`src/rtl/bb_alu_pkg.sv`:
```
`timescale 1ns/1ps
package bb_alu_pkg;

  typedef enum logic [3:0] {
    OP_ADD  = 4'd0,
    OP_ADDC = 4'd1,
    OP_DADD = 4'd2,
    OP_SUB  = 4'd3,
    OP_SUBC = 4'd4,
    OP_CMP  = 4'd5,
    OP_AND  = 4'd6,
    OP_BIT  = 4'd7,
    OP_BIC  = 4'd8,
    OP_BIS  = 4'd9,
    OP_XOR  = 4'd10,
    OP_MOV  = 4'd11,
    OP_RRA  = 4'd12,
    OP_RRC  = 4'd13,
    OP_SWPB = 4'd14,
    OP_SXT  = 4'd15
  } alu_op_e;

  typedef struct packed {
    logic c;
    logic z;
    logic n;
    logic v;
  } alu_flags_t;

endpackage

```
`src/rtl/bb_alu_addsub.sv`:
```
`timescale 1ns/1ps
module bb_alu_addsub
  import bb_alu_pkg::*;
#(
  parameter int DATA_W = 16
) (
  input  logic [DATA_W-1:0] src_i,
  input  logic [DATA_W-1:0] dst_i,
  input  logic              carry_i,
  input  alu_op_e           op_i,
  input  logic              byte_i,
  output logic [DATA_W-1:0] res_o,
  output alu_flags_t        flags_o
);
  localparam int HALF_W = DATA_W / 2;

  logic [DATA_W-1:0] lane_mask;
  logic [DATA_W-1:0] a_m, b_m;
  logic [DATA_W:0]   sum;
  logic              inv_src, cin_eff;
  logic              a_s, b_s, r_s;

  assign lane_mask = byte_i ? {{HALF_W{1'b0}}, {HALF_W{1'b1}}} : {DATA_W{1'b1}};

  always_comb begin
    inv_src = (op_i == OP_SUB) || (op_i == OP_SUBC) || (op_i == OP_CMP);
    case (op_i)
      OP_ADD:         cin_eff = 1'b0;
      OP_SUB, OP_CMP: cin_eff = 1'b1;
      default:        cin_eff = carry_i;
    endcase
  end

  // Inversion happens before masking so the byte lane sees ~src[7:0] only.
  assign a_m = dst_i & lane_mask;
  assign b_m = (inv_src ? ~src_i : src_i) & lane_mask;
  assign sum = {1'b0, a_m} + {1'b0, b_m} + {{DATA_W{1'b0}}, cin_eff};

  assign res_o = sum[DATA_W-1:0] & lane_mask;
  assign a_s   = byte_i ? a_m[HALF_W-1]   : a_m[DATA_W-1];
  assign b_s   = byte_i ? b_m[HALF_W-1]   : b_m[DATA_W-1];
  assign r_s   = byte_i ? res_o[HALF_W-1] : res_o[DATA_W-1];

  always_comb begin
    flags_o.c = byte_i ? sum[HALF_W] : sum[DATA_W];
    flags_o.z = (res_o == '0);
    flags_o.n = r_s;
    flags_o.v = (a_s == b_s) && (r_s != a_s);
  end

  // after a plain subtract, carry set means no borrow occurred.
  always_comb begin
    if (op_i == OP_SUB) begin
      a_r3_sub_no_borrow: assert (flags_o.c == ((dst_i & lane_mask) >= (src_i & lane_mask)))
        else $error("a_r3_sub_no_borrow");
    end
  end

endmodule

```
`src/rtl/bb_alu_bcd.sv`:
```
`timescale 1ns/1ps
module bb_alu_bcd #(
  parameter int DATA_W = 16
) (
  input  logic [DATA_W-1:0] src_i,
  input  logic [DATA_W-1:0] dst_i,
  input  logic              carry_i,
  input  logic              byte_i,
  output logic [DATA_W-1:0] res_o,
  output logic              c_o,
  output logic              z_o,
  output logic              n_o
);
  localparam int HALF_W   = DATA_W / 2;
  localparam int NDIG     = DATA_W / 4;
  localparam int HALF_DIG = NDIG / 2;

  logic [DATA_W-1:0] lane_mask;
  logic [DATA_W-1:0] a_m, b_m, sum_d;
  logic [NDIG:0]     cy;

  assign lane_mask = byte_i ? {{HALF_W{1'b0}}, {HALF_W{1'b1}}} : {DATA_W{1'b1}};
  assign a_m = dst_i & lane_mask;
  assign b_m = src_i & lane_mask;

  // Digit ripple: each nibble above 9 is pushed back into range by +6.
  always_comb begin
    logic [4:0] raw;
    cy[0] = carry_i;
    sum_d = '0;
    for (int d = 0; d < NDIG; d++) begin
      raw = {1'b0, a_m[4*d +: 4]} + {1'b0, b_m[4*d +: 4]} + {4'b0000, cy[d]};
      if (raw > 5'd9) begin
        cy[d+1]          = 1'b1;
        sum_d[4*d +: 4]  = raw[3:0] + 4'd6;
      end else begin
        cy[d+1]          = 1'b0;
        sum_d[4*d +: 4]  = raw[3:0];
      end
    end
  end

  assign res_o = sum_d & lane_mask;
  assign c_o   = byte_i ? cy[HALF_DIG] : cy[NDIG];
  assign z_o   = (res_o == '0);
  assign n_o   = byte_i ? res_o[HALF_W-1] : res_o[DATA_W-1];

  logic in_bcd;
  always_comb begin
    in_bcd = 1'b1;
    for (int d = 0; d < NDIG; d++) begin
      if (src_i[4*d +: 4] > 4'd9 || dst_i[4*d +: 4] > 4'd9) in_bcd = 1'b0;
    end
  end

  // valid BCD in gives valid BCD out, digit by digit.
  for (genvar g = 0; g < NDIG; g++) begin : g_digit_chk
    always_comb begin
      if (in_bcd) begin
        a_r4_bcd_digit: assert (res_o[4*g +: 4] <= 4'd9)
          else $error("a_r4_bcd_digit");
      end
    end
  end

endmodule

```
`src/rtl/bb_alu_logic.sv`:
```
`timescale 1ns/1ps
module bb_alu_logic
  import bb_alu_pkg::*;
#(
  parameter int DATA_W = 16
) (
  input  logic [DATA_W-1:0] src_i,
  input  logic [DATA_W-1:0] dst_i,
  input  alu_op_e           op_i,
  input  logic              byte_i,
  output logic [DATA_W-1:0] res_o,
  output alu_flags_t        flags_o
);
  localparam int HALF_W = DATA_W / 2;

  logic [DATA_W-1:0] lane_mask;
  logic [DATA_W-1:0] raw;
  logic              s_top, d_top;

  assign lane_mask = byte_i ? {{HALF_W{1'b0}}, {HALF_W{1'b1}}} : {DATA_W{1'b1}};

  always_comb begin
    case (op_i)
      OP_AND, OP_BIT: raw = src_i & dst_i;
      OP_BIC:         raw = ~src_i & dst_i;
      OP_BIS:         raw = src_i | dst_i;
      OP_XOR:         raw = src_i ^ dst_i;
      default:        raw = src_i;
    endcase
  end

  assign res_o = raw & lane_mask;
  assign s_top = byte_i ? src_i[HALF_W-1] : src_i[DATA_W-1];
  assign d_top = byte_i ? dst_i[HALF_W-1] : dst_i[DATA_W-1];

  always_comb begin
    flags_o.z = (res_o == '0);
    flags_o.n = byte_i ? res_o[HALF_W-1] : res_o[DATA_W-1];
    flags_o.c = ~flags_o.z;
    flags_o.v = (op_i == OP_XOR) && s_top && d_top;
  end

  // an AND result never holds a bit absent from either operand.
  always_comb begin
    if (op_i == OP_AND) begin
      a_r5_and_subset: assert (((res_o & ~src_i) == '0) && ((res_o & ~dst_i) == '0))
        else $error("a_r5_and_subset");
    end
  end

endmodule

```
`src/rtl/bb_alu_shift.sv`:
```
`timescale 1ns/1ps
module bb_alu_shift
  import bb_alu_pkg::*;
#(
  parameter int DATA_W = 16
) (
  input  logic [DATA_W-1:0] dst_i,
  input  logic              carry_i,
  input  alu_op_e           op_i,
  input  logic              byte_i,
  output logic [DATA_W-1:0] res_o,
  output alu_flags_t        flags_o
);
  localparam int HALF_W = DATA_W / 2;

  logic [DATA_W-1:0] lane_mask, d_m, shr;
  logic              top_in;
  logic              whole;

  assign lane_mask = byte_i ? {{HALF_W{1'b0}}, {HALF_W{1'b1}}} : {DATA_W{1'b1}};
  assign d_m       = dst_i & lane_mask;
  assign top_in    = (op_i == OP_RRC) ? carry_i
                   : (byte_i ? d_m[HALF_W-1] : d_m[DATA_W-1]);

  always_comb begin
    shr = d_m >> 1;
    if (byte_i) shr[HALF_W-1] = top_in;
    else        shr[DATA_W-1] = top_in;
  end

  // Byte swap and sign extension are word-only operations.
  assign whole = (op_i == OP_SWPB) || (op_i == OP_SXT);

  always_comb begin
    case (op_i)
      OP_SWPB: res_o = {dst_i[HALF_W-1:0], dst_i[DATA_W-1:HALF_W]};
      OP_SXT:  res_o = {{HALF_W{dst_i[HALF_W-1]}}, dst_i[HALF_W-1:0]};
      default: res_o = shr;
    endcase
  end

  always_comb begin
    flags_o.z = (res_o == '0);
    flags_o.n = (byte_i && !whole) ? res_o[HALF_W-1] : res_o[DATA_W-1];
    flags_o.c = (op_i == OP_SXT) ? ~flags_o.z : d_m[0];
    flags_o.v = 1'b0;
  end

  // an arithmetic right shift leaves the two top lane bits equal.
  always_comb begin
    if (op_i == OP_RRA) begin
      a_r7_rra_sign_copy: assert (byte_i ? (res_o[HALF_W-1] == res_o[HALF_W-2])
                                         : (res_o[DATA_W-1] == res_o[DATA_W-2]))
        else $error("a_r7_rra_sign_copy");
    end
  end

endmodule

```
`src/rtl/bb_alu.sv`:
```
`timescale 1ns/1ps
module bb_alu
  import bb_alu_pkg::*;
#(
  parameter int DATA_W = 16
) (
  input  logic [15:0] src_i,
  input  logic [15:0] dst_i,
  input  logic        carry_i,
  input  logic [3:0]  op_i,
  input  logic        byte_i,
  output logic [15:0] result_o,
  output logic        wr_en_o,
  output logic        flags_we_o,
  output logic        flag_c_o,
  output logic        flag_z_o,
  output logic        flag_n_o,
  output logic        flag_v_o
);
  localparam int HALF_W = DATA_W / 2;

  alu_op_e           op;
  logic [DATA_W-1:0] as_res, bcd_res, lg_res, sh_res;
  alu_flags_t        as_fl, lg_fl, sh_fl, bcd_fl, sel_fl;
  logic              bcd_c, bcd_z, bcd_n;

  assign op = alu_op_e'(op_i);

  bb_alu_addsub #(.DATA_W(DATA_W)) u_addsub (
    .src_i(src_i), .dst_i(dst_i), .carry_i(carry_i), .op_i(op),
    .byte_i(byte_i), .res_o(as_res), .flags_o(as_fl)
  );

  bb_alu_bcd #(.DATA_W(DATA_W)) u_bcd (
    .src_i(src_i), .dst_i(dst_i), .carry_i(carry_i), .byte_i(byte_i),
    .res_o(bcd_res), .c_o(bcd_c), .z_o(bcd_z), .n_o(bcd_n)
  );

  bb_alu_logic #(.DATA_W(DATA_W)) u_logic (
    .src_i(src_i), .dst_i(dst_i), .op_i(op), .byte_i(byte_i),
    .res_o(lg_res), .flags_o(lg_fl)
  );

  bb_alu_shift #(.DATA_W(DATA_W)) u_shift (
    .dst_i(dst_i), .carry_i(carry_i), .op_i(op), .byte_i(byte_i),
    .res_o(sh_res), .flags_o(sh_fl)
  );

  always_comb begin
    bcd_fl.c = bcd_c;
    bcd_fl.z = bcd_z;
    bcd_fl.n = bcd_n;
    bcd_fl.v = 1'b0;
  end

  always_comb begin
    case (op)
      OP_ADD, OP_ADDC, OP_SUB, OP_SUBC, OP_CMP: begin
        result_o = as_res;  sel_fl = as_fl;
      end
      OP_DADD: begin
        result_o = bcd_res; sel_fl = bcd_fl;
      end
      OP_AND, OP_BIT, OP_BIC, OP_BIS, OP_XOR, OP_MOV: begin
        result_o = lg_res;  sel_fl = lg_fl;
      end
      default: begin
        result_o = sh_res;  sel_fl = sh_fl;
      end
    endcase
  end

  assign wr_en_o    = !((op == OP_CMP) || (op == OP_BIT));
  assign flags_we_o = !((op == OP_BIC) || (op == OP_BIS) || (op == OP_MOV) || (op == OP_SWPB));

  assign flag_c_o = flags_we_o & sel_fl.c;
  assign flag_z_o = flags_we_o & sel_fl.z;
  assign flag_n_o = flags_we_o & sel_fl.n;
  assign flag_v_o = flags_we_o & sel_fl.v;

  // byte operations other than swap/extend never leave upper bits set.
  always_comb begin
    if (byte_i && (op != OP_SWPB) && (op != OP_SXT)) begin
      a_r9_upper_clear: assert (result_o[DATA_W-1:HALF_W] == '0)
        else $error("a_r9_upper_clear");
    end
  end

  // Z and N agree with the value the mux delivers.
  always_comb begin
    if (flags_we_o) begin
      a_r10_zero_flag: assert (flag_z_o == (byte_i ? (result_o[HALF_W-1:0] == '0)
                                                   : (result_o == '0)))
        else $error("a_r10_zero_flag");
      a_r10_neg_flag: assert (flag_n_o == (byte_i ? result_o[HALF_W-1] : result_o[DATA_W-1]))
        else $error("a_r10_neg_flag");
    end
  end

endmodule

```
`config.mk`:
```
export PLATFORM = sky130hd
export DESIGN_NAME = bb_alu
export DESIGN_NICKNAME = d
export VERILOG_FILES = /design/src/rtl/bb_alu_pkg.sv /design/src/rtl/bb_alu_addsub.sv /design/src/rtl/bb_alu_bcd.sv /design/src/rtl/bb_alu_logic.sv /design/src/rtl/bb_alu_shift.sv /design/src/rtl/bb_alu.sv
export SDC_FILE = /design/constraint.sdc
export NUM_CORES = 1
export LEC_CHECK = 0
export CAP_MARGIN = 20
export CELL_PAD_IN_SITES_DETAIL_PLACEMENT = 1
export CELL_PAD_IN_SITES_GLOBAL_PLACEMENT = 2
export CORE_MARGIN = 2
export CORE_UTILIZATION = 33
export DETAILED_ROUTE_END_ITERATION = 7
export GPL_TIMING_DRIVEN = 0
export PLACE_DENSITY = 0.92
export SLEW_MARGIN = 40
export SYNTH_ARGS = -nofsm -noshare
export SYNTH_HDL_FRONTEND = slang
export SYNTH_SLANG_ARGS = --single-unit
```
`constraint.sdc`:
```
create_clock -name vclk -period 10.7
set_clock_uncertainty 0.05 [all_clocks]
set_input_delay 1.605 -clock vclk [all_inputs]
set_output_delay 1.605 -clock vclk [all_outputs]
set_load 0.03 [all_outputs]
```
==> results of run 1 <==
per-stage QoR:
| step | setup WS (ps) | instance area [µm²] | utilization | instances | power, W |
|---|---|---|---|---|---|
| CTS | 33.6 | 5530 | 0.401 | 930 | 0.000423 |
| global placement | -1930 | 5380 | 0.390 | 922 | 0.000384 |
| floorplan | 401 | 4610 | - | 688 | 0.000255 |
| detailed placement | -2160 | 5380 | 0.391 | 922 | 0.000395 |
| global route | 29.1 | 5620 | 0.408 | 933 | 0.000478 |
| finish | 265 | 5620 | 0.408 | 933 | 0.000449 |
Yosys cell counts, types with 6 or more instances:
| master | n | share of area |
|---|---|---|
| nor2_1 | 64 | 0.052 |
| a21oi_1 | 62 | 0.067 |
| inv_1 | 51 | 0.042 |
| nand2_1 | 50 | 0.041 |
| ha_1 | 47 | 0.13 |
| o21ai_0 | 33 | 0.036 |
| xnor2_1 | 33 | 0.063 |
| clkbuf_1 | 24 | 0.020 |
| buf_2 | 16 | 0.017 |
| and2_1 | 14 | 0.019 |
| nor3_1 | 14 | 0.015 |
| o211ai_1 | 13 | 0.021 |
| a21o_1 | 12 | 0.020 |
| nand2b_1 | 12 | 0.016 |
| nand3_1 | 12 | 0.013 |
| a22oi_1 | 11 | 0.018 |
| mux2i_1 | 11 | 0.024 |
| a211oi_1 | 10 | 0.016 |
| fa_1 | 10 | 0.043 |
| nor4_1 | 10 | 0.014 |
| o221ai_1 | 10 | 0.019 |
| a31oi_1 | 9 | 0.012 |
| o22ai_1 | 9 | 0.012 |
| nor2b_1 | 8 | 0.011 |
| nand4_1 | 7 | 0.0095 |
| xor2_1 | 7 | 0.013 |
| o31ai_1 | 6 | 0.0098 |
repair_timing:
action	4_1_cts	5_1_grt
pin swaps	8	8
gates resized for setup	55	27
setup buffers	8	3
hold endpoints to repair	0	0
endpoints found under the setup margin	7	6
power by group through the flow:
stage / Clock [W] / Combinational [W] / Sequential, W
floorplan: 0 / 0.000255 / 0
global placement: 0 / 0.000384 / 0
detailed placement: 0 / 0.000395 / 0
CTS: 0 / 0.000423 / 0
global route: 0 / 0.000478 / 0
finish: 0 / 0.000449 / 0
worst max-delay path, delay by kind of cell:
kind,cells,cell delay (ps)
compound gates,8,1300
xor+xnor,1,180
fa+ha+maj,9,3480
buf+inv,11,1220
mux,1,370
simple gates,4,610
cell type report:
class | instances | share of cell area
buffer | 50 | 0.0429
multi-input combinational | 586 | 0.777
inverter | 52 | 0.0347
timing repair buffer | 65 | 0.105
tap | 180 | 0.0400
worst max-delay path by stage:
stage               end  depth (start not counted)
2_1_floorplan  flag_z_o                         31
3_3_place_gp   flag_z_o                         33
3_5_place_dp   flag_z_o                         33
4_1_cts        flag_z_o                         33
5_1_grt        flag_z_o                         32
6_report       flag_z_o                         34
logic make-up (layout without fill, tap and decap cells):
| logic type | Yosys count | count (layout) | share of synthesized area |
|---|---|---|---|
| adders and majority gates | 57 | 57 | 0.171 |
| buffers and inverters | 102 | 167 | 0.0939 |
| xor gates and xnor gates | 40 | 40 | 0.0760 |
| and+or+nand+nor | 224 | 224 | 0.247 |
| AOI/OAI and AO/OA | 249 | 249 | 0.374 |
| muxes | 16 | 16 | 0.0377 |
layer usage:
layer,GRT usage,up-vias,share of wire
met2,0.571,298,0.48
li1,-,2699,-
met3,0.0304,68,0.061
met4,0.126,0,0.045
met5,0,-,0
met1,0.413,3038,0.41
==> flow_metrics.py, run 1 <==
metrics = {
    "status": {
        "status": "finished clean",
    },
    "worst_hold_path": {
        "holdPathStages": 5,
        "whs_endpoint": "result_o[15]",
        "hp-class": "primary input to output port",
        "hp-start": "byte_i",
    },
    "flow_run": {
        "maxCapViolCount": 0,
    },
    "finish": {
        "layout.nets": 850,
        "clockBufferCount": 0,
        "layout_commonest_cell": "nor2_1",
        "syn_to_final_growth_pct": 22.0,
        "seq_cell_count": 0,
        "diodes": 0,
        "fill_cells": 1787,
        "mostFrequentLayoutCells": "nor2_1 (64), a21oi_1 (59), nand2_1 (50), inv_1 (50), ha_1 (44)",
        "register_area_um2": 0,
        "multi_input_area_um2": 4370,
        "layout-drive-gt1-share": 0.120,
    },
    "setup_path": {
        "cp.required_ps": 9050,
        "crit_path_start_kind": "primary input",
        "criticalPathCategory": "primary input to output port",
        "cp_max_fo": 9,
        "crit_slowest_cell": "fa_2",
        "endpoint_kind": "output port",
        "cp.arrival_ps": 8780,
        "critical_path.startpoint": "dst_i[0]",
        "slowest_delay_ps": 540,
    },
    "drt": {
        "vias": 6103,
        "drc": 0,
        "drtAntennaViolNets": 0,
        "wl_per_cell_um": 26.5,
        "viasPerCell": 6.54,
        "drt_iter0_markers": 563,
        "drt-total-wl_um": 24700,
        "drt_pre_antenna_iters": 7,
    },
    "place": {
        "gp_congestion": 0.953,
        "port_buffers": 54,
        "dp_hpwl_um": 19600,
    },
    "power_and_ir_drop": {
        "irDropWorstVdd_mv": 0.0386,
        "clock_power_share": 0,
        "combPwrFrac": 1.000,
        "power.internal_w": 0.000174,
        "cellPowerDensity_nw_per_um2": 79.8,
        "p_sw_frac": 0.612,
        "p_seq_frac": 0,
        "power.switching_w": 0.000275,
        "power.leakage_nw": 2.37,
    },
    "global_routing": {
        "grt_util_all_layers": 0.327,
        "grt_max_degree": 11,
        "antenna_found_initial": 0,
        "grt_pass1_vias": 6241,
        "grt_pass1_wl_um": 36800,
        "grt-ovfl-total": 0,
    },
    "logic_synthesis": {
        "syn-cell-area_um2": 4610,
        "synth_cell_type_count": 86,
        "seq_area_frac_synth": 0,
        "synth_area_per_cell_um2": 6.70,
        "synth.net_count": 783,
        "syn-instance-count": 688,
        "yosysWarnings": 0,
    },
    "die": {
        "coreArea_um2": 13800,
        "dieArea_um2": 14900,
        "die_w_um": 122,
        "rows": 43,
        "io_pins": 60,
        "fp.dieH_um": 122,
        "start_util": 0.335,
    },
    "timing": {
        "fin_setup_tns_ps": 0,
        "rsz0062_at_grt": "false",
        "hold_violations": 0,
        "post-route-min-period_ps": 10440,
        "fmax_ghz": 0.0958,
        "whs_ps": 3780,
        "period_share": 0.975,
        "slew_violations": 0,
        "relSlewSlack": 0.480,
        "setup_viol_count_final": 0,
        "worst_slew_pin_slew_ps": 778,
    },
    "cts": {
        "hold_buffers": 0,
    },
}
Power figures use the tool's default switching activity.
==> inputs of run 2 (changes only) <==
Settings changed: PLACE_DENSITY 0.92 to unset, PLACE_DENSITY_LB_ADDON set to 0.1, REMOVE_ABC_BUFFERS set to 1.
==> run 2 against run 1 <==
Compared with the run above: wire length shrank 8.3%; first-iteration DRC count up 1.2%; largest power group unchanged; via count fell by 6.3%; fmax increased by 0.59%.
==> flow_metrics.py, run 2 (synthesis results as in run 1) <==
metrics = {
    "setup_path": {
        "crit_end": "flag_c_o",
        "cp.arrival_ps": 8720,
        "endpoint_kind": "output port",
        "crit_slowest_cell": "dlygate4sd2_1",
        "critical_path.startpoint": "dst_i[3]",
        "slowest_delay_ps": 590,
        "cp.required_ps": 9050,
        "cpMostUsedCell": "fa_2",
        "cp_max_fo": 11,
        "criticalPathCategory": "primary input to output port",
        "crit_path_start_kind": "primary input",
    },
    "finish": {
        "diodes": 0,
        "syn_to_final_growth_pct": 20.0,
        "post-route-util": 0.402,
        "mostFrequentLayoutCells": "nor2_1 (64), a21oi_1 (57), nand2_1 (50)",
        "register_area_um2": 0,
        "layout_commonest_cell": "nor2_1",
        "seq_cell_count": 0,
        "clockBufferCount": 0,
        "layout-drive-gt1-share": 0.128,
        "final_cell_count_no_fill": 893,
        "fill_cells": 1828,
        "layout.nets": 810,
    },
    "power_and_ir_drop": {
        "cellPowerDensity_nw_per_um2": 80.2,
        "power.leakage_nw": 2.29,
        "combPwrFrac": 1.000,
        "irDropWorstVdd_mv": 0.0331,
        "power.switching_w": 0.000268,
        "clock_power_share": 0,
        "p_seq_frac": 0,
        "power.internal_w": 0.000175,
        "p_sw_frac": 0.605,
    },
    "die": {
        "dieArea_um2": 14900,
        "coreArea_um2": 13800,
        "start_util": 0.335,
        "rows": 43,
        "die_w_um": 122,
        "io_pins": 60,
        "fp.dieH_um": 122,
    },
    "global_routing": {
        "antenna_found_initial": 0,
        "grt_pass1_vias": 5689,
        "grt_pass1_wl_um": 34100,
        "grt_util_all_layers": 0.298,
        "grt-ovfl-total": 0,
        "grt_max_degree": 55,
    },
    "timing": {
        "post-route-min-period_ps": 10370,
        "setup_viol_count_final": 0,
        "fmax_ghz": 0.0964,
        "period_share": 0.970,
        "hold_violations": 0,
        "slew_violations": 0,
        "worst_slew_pin_slew_ps": 832,
        "relSlewSlack": 0.443,
    },
    "worst_hold_path": {
        "hp-class": "primary input to output port",
    },
    "flow_run": {
        "maxCapViolCount": 0,
    },
    "drt": {
        "vias": 5720,
        "drc": 0,
        "wl_per_cell_um": 25.4,
        "drt_iter0_markers": 570,
        "drtAntennaViolNets": 0,
        "drt_pre_antenna_iters": 8,
        "viasPerCell": 6.41,
        "drt-total-wl_um": 22700,
    },
    "place": {
        "dp_hpwl_um": 17300,
        "port_buffers": 60,
        "placed_cells": 880,
        "gp_congestion": 0.943,
    },
    "status": {
        "status": "finished clean",
    },
}
==> run 2: worst max-delay path, delay by kind of cell <==
family                   cells  cell delay [ps]
multiplexers                 1              150
AO/OA/AOI/OAI                8             1290
adder cells (fa/ha/maj)      8             3090
AND/OR/NAND/NOR              2              320
buffers and inverters       13             1960
XOR/XNOR                     1              260
==> run 2: cell type report <==
class / instances / area, µm² / share of cell area
inverter: 52 / 198 / 0.0357
multi-input combinational: 586 / 4410 / 0.798
timing repair buffer: 75 / 694 / 0.126
tap: 180 / 225 / 0.0407
==> run 2: power by group through the flow <==
stage | Clock [W] | Combinational, W | Sequential [W]
after floorplan | 0 | 0.000238 | 0
after global placement | 0 | 0.000379 | 0
after detailed placement | 0 | 0.000389 | 0
after CTS | 0 | 0.000418 | 0
after global routing | 0 | 0.000475 | 0
final | 0 | 0.000443 | 0
==> run 2: stage by stage <==
stage                     worst slack (ps)  power (W)  area, µm²  hold slack [ps]  TNS, ps
after floorplan                        402   0.000238       4370             3360        0
after global placement               -2070   0.000379       5200             4590   -10510
after detailed placement             -2240   0.000389       5260             4290   -11430
after CTS                             10.6   0.000418       5430             3890        0
after global routing                 -5.48   0.000475       5530             3910    -5.48
final                                  326   0.000443       5530             3890        0
==> run 2: worst min path at each step <==
| stage | start | endpoint | cells after the start |
|---|---|---|---|
| 2_1_floorplan | byte_i | result_o[9] | 1 |
| 3_3_place_gp | dst_i[15] | result_o[7] | 4 |
| 3_5_place_dp | byte_i | flag_n_o | 4 |
| 4_1_cts | dst_i[0] | flag_c_o | 4 |
| 5_1_grt | dst_i[0] | flag_c_o | 4 |
| 6_report | byte_i | flag_n_o | 4 |
==> run 2: per-layer routing <==
metal | routed length [µm] | vias to the layer above | global-route usage
li1 | - | 2620 | -
met1 | 10600 | 2870 | 0.426
met2 | 10100 | 203 | 0.473
met3 | 1560 | 27 | 0.0487
met4 | 419 | 0 | 0.0582
met5 | 0 | - | 0
==> run 2: repair_timing <==
action,CTS,global route
setup buffers,8,5
hold buffers,0,0
setup endpoints to repair,7,6
resized for setup,68,25
pin swaps,12,18
==> inputs of run 3 (changes only) <==
Settings changed: PLACE_DENSITY set to 0.95, PLACE_DENSITY_LB_ADDON 0.1 to unset.
==> run 3 against run 2 <==
Compared with the run above: critical path depth grew 1; cell count decreased by 0.22%; sequential share of layout area is the same; non-clock buffer count is 2 lower; wire length decreased by 2.5%; hold slack gained 17 ps; count of clock-buffer cells in the layout unchanged; largest cell class unchanged; combinational power is 2% lower; first-iteration DRC count grew 2.8%.
==> flow_metrics.py, run 3 (synthesis results as in run 1) <==
metrics = {
    "status": {
        "status": "finished clean",
    },
    "die": {
        "dieArea_um2": 14900,
        "coreArea_um2": 13800,
        "fp.dieH_um": 122,
        "io_pins": 60,
        "rows": 43,
        "start_util": 0.335,
        "die_w_um": 122,
    },
    "timing": {
        "whs_ps": 3910,
        "slew_violations": 0,
        "hold_violations": 0,
        "worst_slew_pin_slew_ps": 763,
        "setup_viol_count_final": 0,
        "period_share": 0.974,
        "post-route-min-period_ps": 10420,
        "fmax_ghz": 0.0960,
        "relSlewSlack": 0.490,
    },
    "finish": {
        "seq_cell_count": 0,
        "syn_to_final_growth_pct": 19.7,
        "register_area_um2": 0,
        "clockBufferCount": 0,
        "diodes": 0,
        "layout-drive-gt1-share": 0.114,
        "layout_commonest_cell": "nor2_1",
        "layout.nets": 808,
        "final_cell_count_no_fill": 891,
        "mostFrequentLayoutCells": "nor2_1 (64), a21oi_1 (57), nand2_1 (50)",
    },
    "setup_path": {
        "criticalPathCategory": "primary input to output port",
        "cp_max_fo": 4,
        "endpoint_kind": "output port",
        "crit_path_start_kind": "primary input",
        "cp.arrival_ps": 8770,
        "cp.required_ps": 9050,
        "slowest_delay_ps": 560,
        "crit_slowest_cell": "fa_2",
        "cpMostUsedCell": "inv_1",
    },
    "worst_hold_path": {
        "hp-class": "primary input to output port",
        "holdPathStages": 4,
        "hp-start": "byte_i",
        "whs_endpoint": "flag_n_o",
    },
    "global_routing": {
        "grt-ovfl-total": 0,
        "grt_max_degree": 55,
        "antenna_found_initial": 0,
        "grt_util_all_layers": 0.293,
        "grt_pass1_vias": 5799,
        "grt_pass1_wl_um": 33800,
    },
    "power_and_ir_drop": {
        "irDropWorstVdd_mv": 0.0360,
        "cellPowerDensity_nw_per_um2": 79.0,
        "power.leakage_nw": 2.31,
    },
    "drt": {
        "wl_per_cell_um": 24.8,
        "drc": 0,
        "drt_iter0_markers": 586,
        "drt-total-wl_um": 22100,
        "vias": 5891,
        "drtAntennaViolNets": 0,
        "drt_pre_antenna_iters": 5,
        "viasPerCell": 6.61,
    },
    "place": {
        "dp_hpwl_um": 16900,
        "gp_congestion": 0.990,
        "placed_cells": 881,
        "port_buffers": 60,
    },
    "flow_run": {
        "maxCapViolCount": 0,
    },
    "cts": {
        "hold_buffers": 0,
    },
}
[run 3: metal layers]
layer / vias up / share of wire / track usage
met5: - / 0 / 0
met4: 0 / 0.046 / 0.114
met3: 70 / 0.090 / 0.0290
met2: 325 / 0.45 / 0.475
met1: 2877 / 0.41 / 0.398
li1: 2619 / - / -
[run 3: power breakdown]
| part | total [W] | switching, W | internal [W] |
|---|---|---|---|
| clock network | 0 | 0 | 0 |
| logic | 0.000436 | 0.000265 | 0.000171 |
| registers | 0 | 0 | 0 |
| total | 0.000436 | 0.000265 | 0.000171 |
[run 3: metrics by stage]
stage	setup TNS [ps]	worst slack [ps]	area [µm²]	total power, W	utilization
final	0	279	5520	0.000436	0.401
after floorplan	0	402	4370	0.000238	-
after detailed placement	-10770	-2070	5280	0.000384	0.383
after global routing	-6.01	-3.49	5520	0.000464	0.401
after CTS	0	9.63	5410	0.000408	0.393
after global placement	-9410	-1850	5200	0.000368	0.377
[run 3: cell type report]
type                            count  area, µm²
Inverter                           52        195
Timing Repair Buffer               73        699
Multi-Input combinational cell    586       4400
Fill cell                        1778       8260
Tap cell                          180        225
[run 3: timing repair]
action	in CTS	in global routing
pin swaps	13	10
endpoints found under the setup margin	7	6
buffers inserted	7	3
resized for setup	52	35
[run 3: worst max-delay path by stage]
stage | end | cells after the start | start | slack, ps
2_1_floorplan | flag_z_o | 31 | src_i[0] | 400
3_3_place_gp | flag_z_o | 33 | dst_i[0] | -1850
3_5_place_dp | flag_z_o | 33 | dst_i[0] | -2070
4_1_cts | flag_z_o | 33 | carry_i | 10
5_1_grt | result_o[14] | 33 | carry_i | -3
6_report | flag_z_o | 34 | carry_i | 280
[run 3: worst max-delay path, delay by kind of cell]
family / cells / cell delay (ps)
XOR/XNOR: 1 / 130
buffers and inverters: 12 / 1400
adder cells (fa/ha/maj): 9 / 3550
AND/OR/NAND/NOR: 4 / 860
AO/OA/AOI/OAI: 8 / 1200
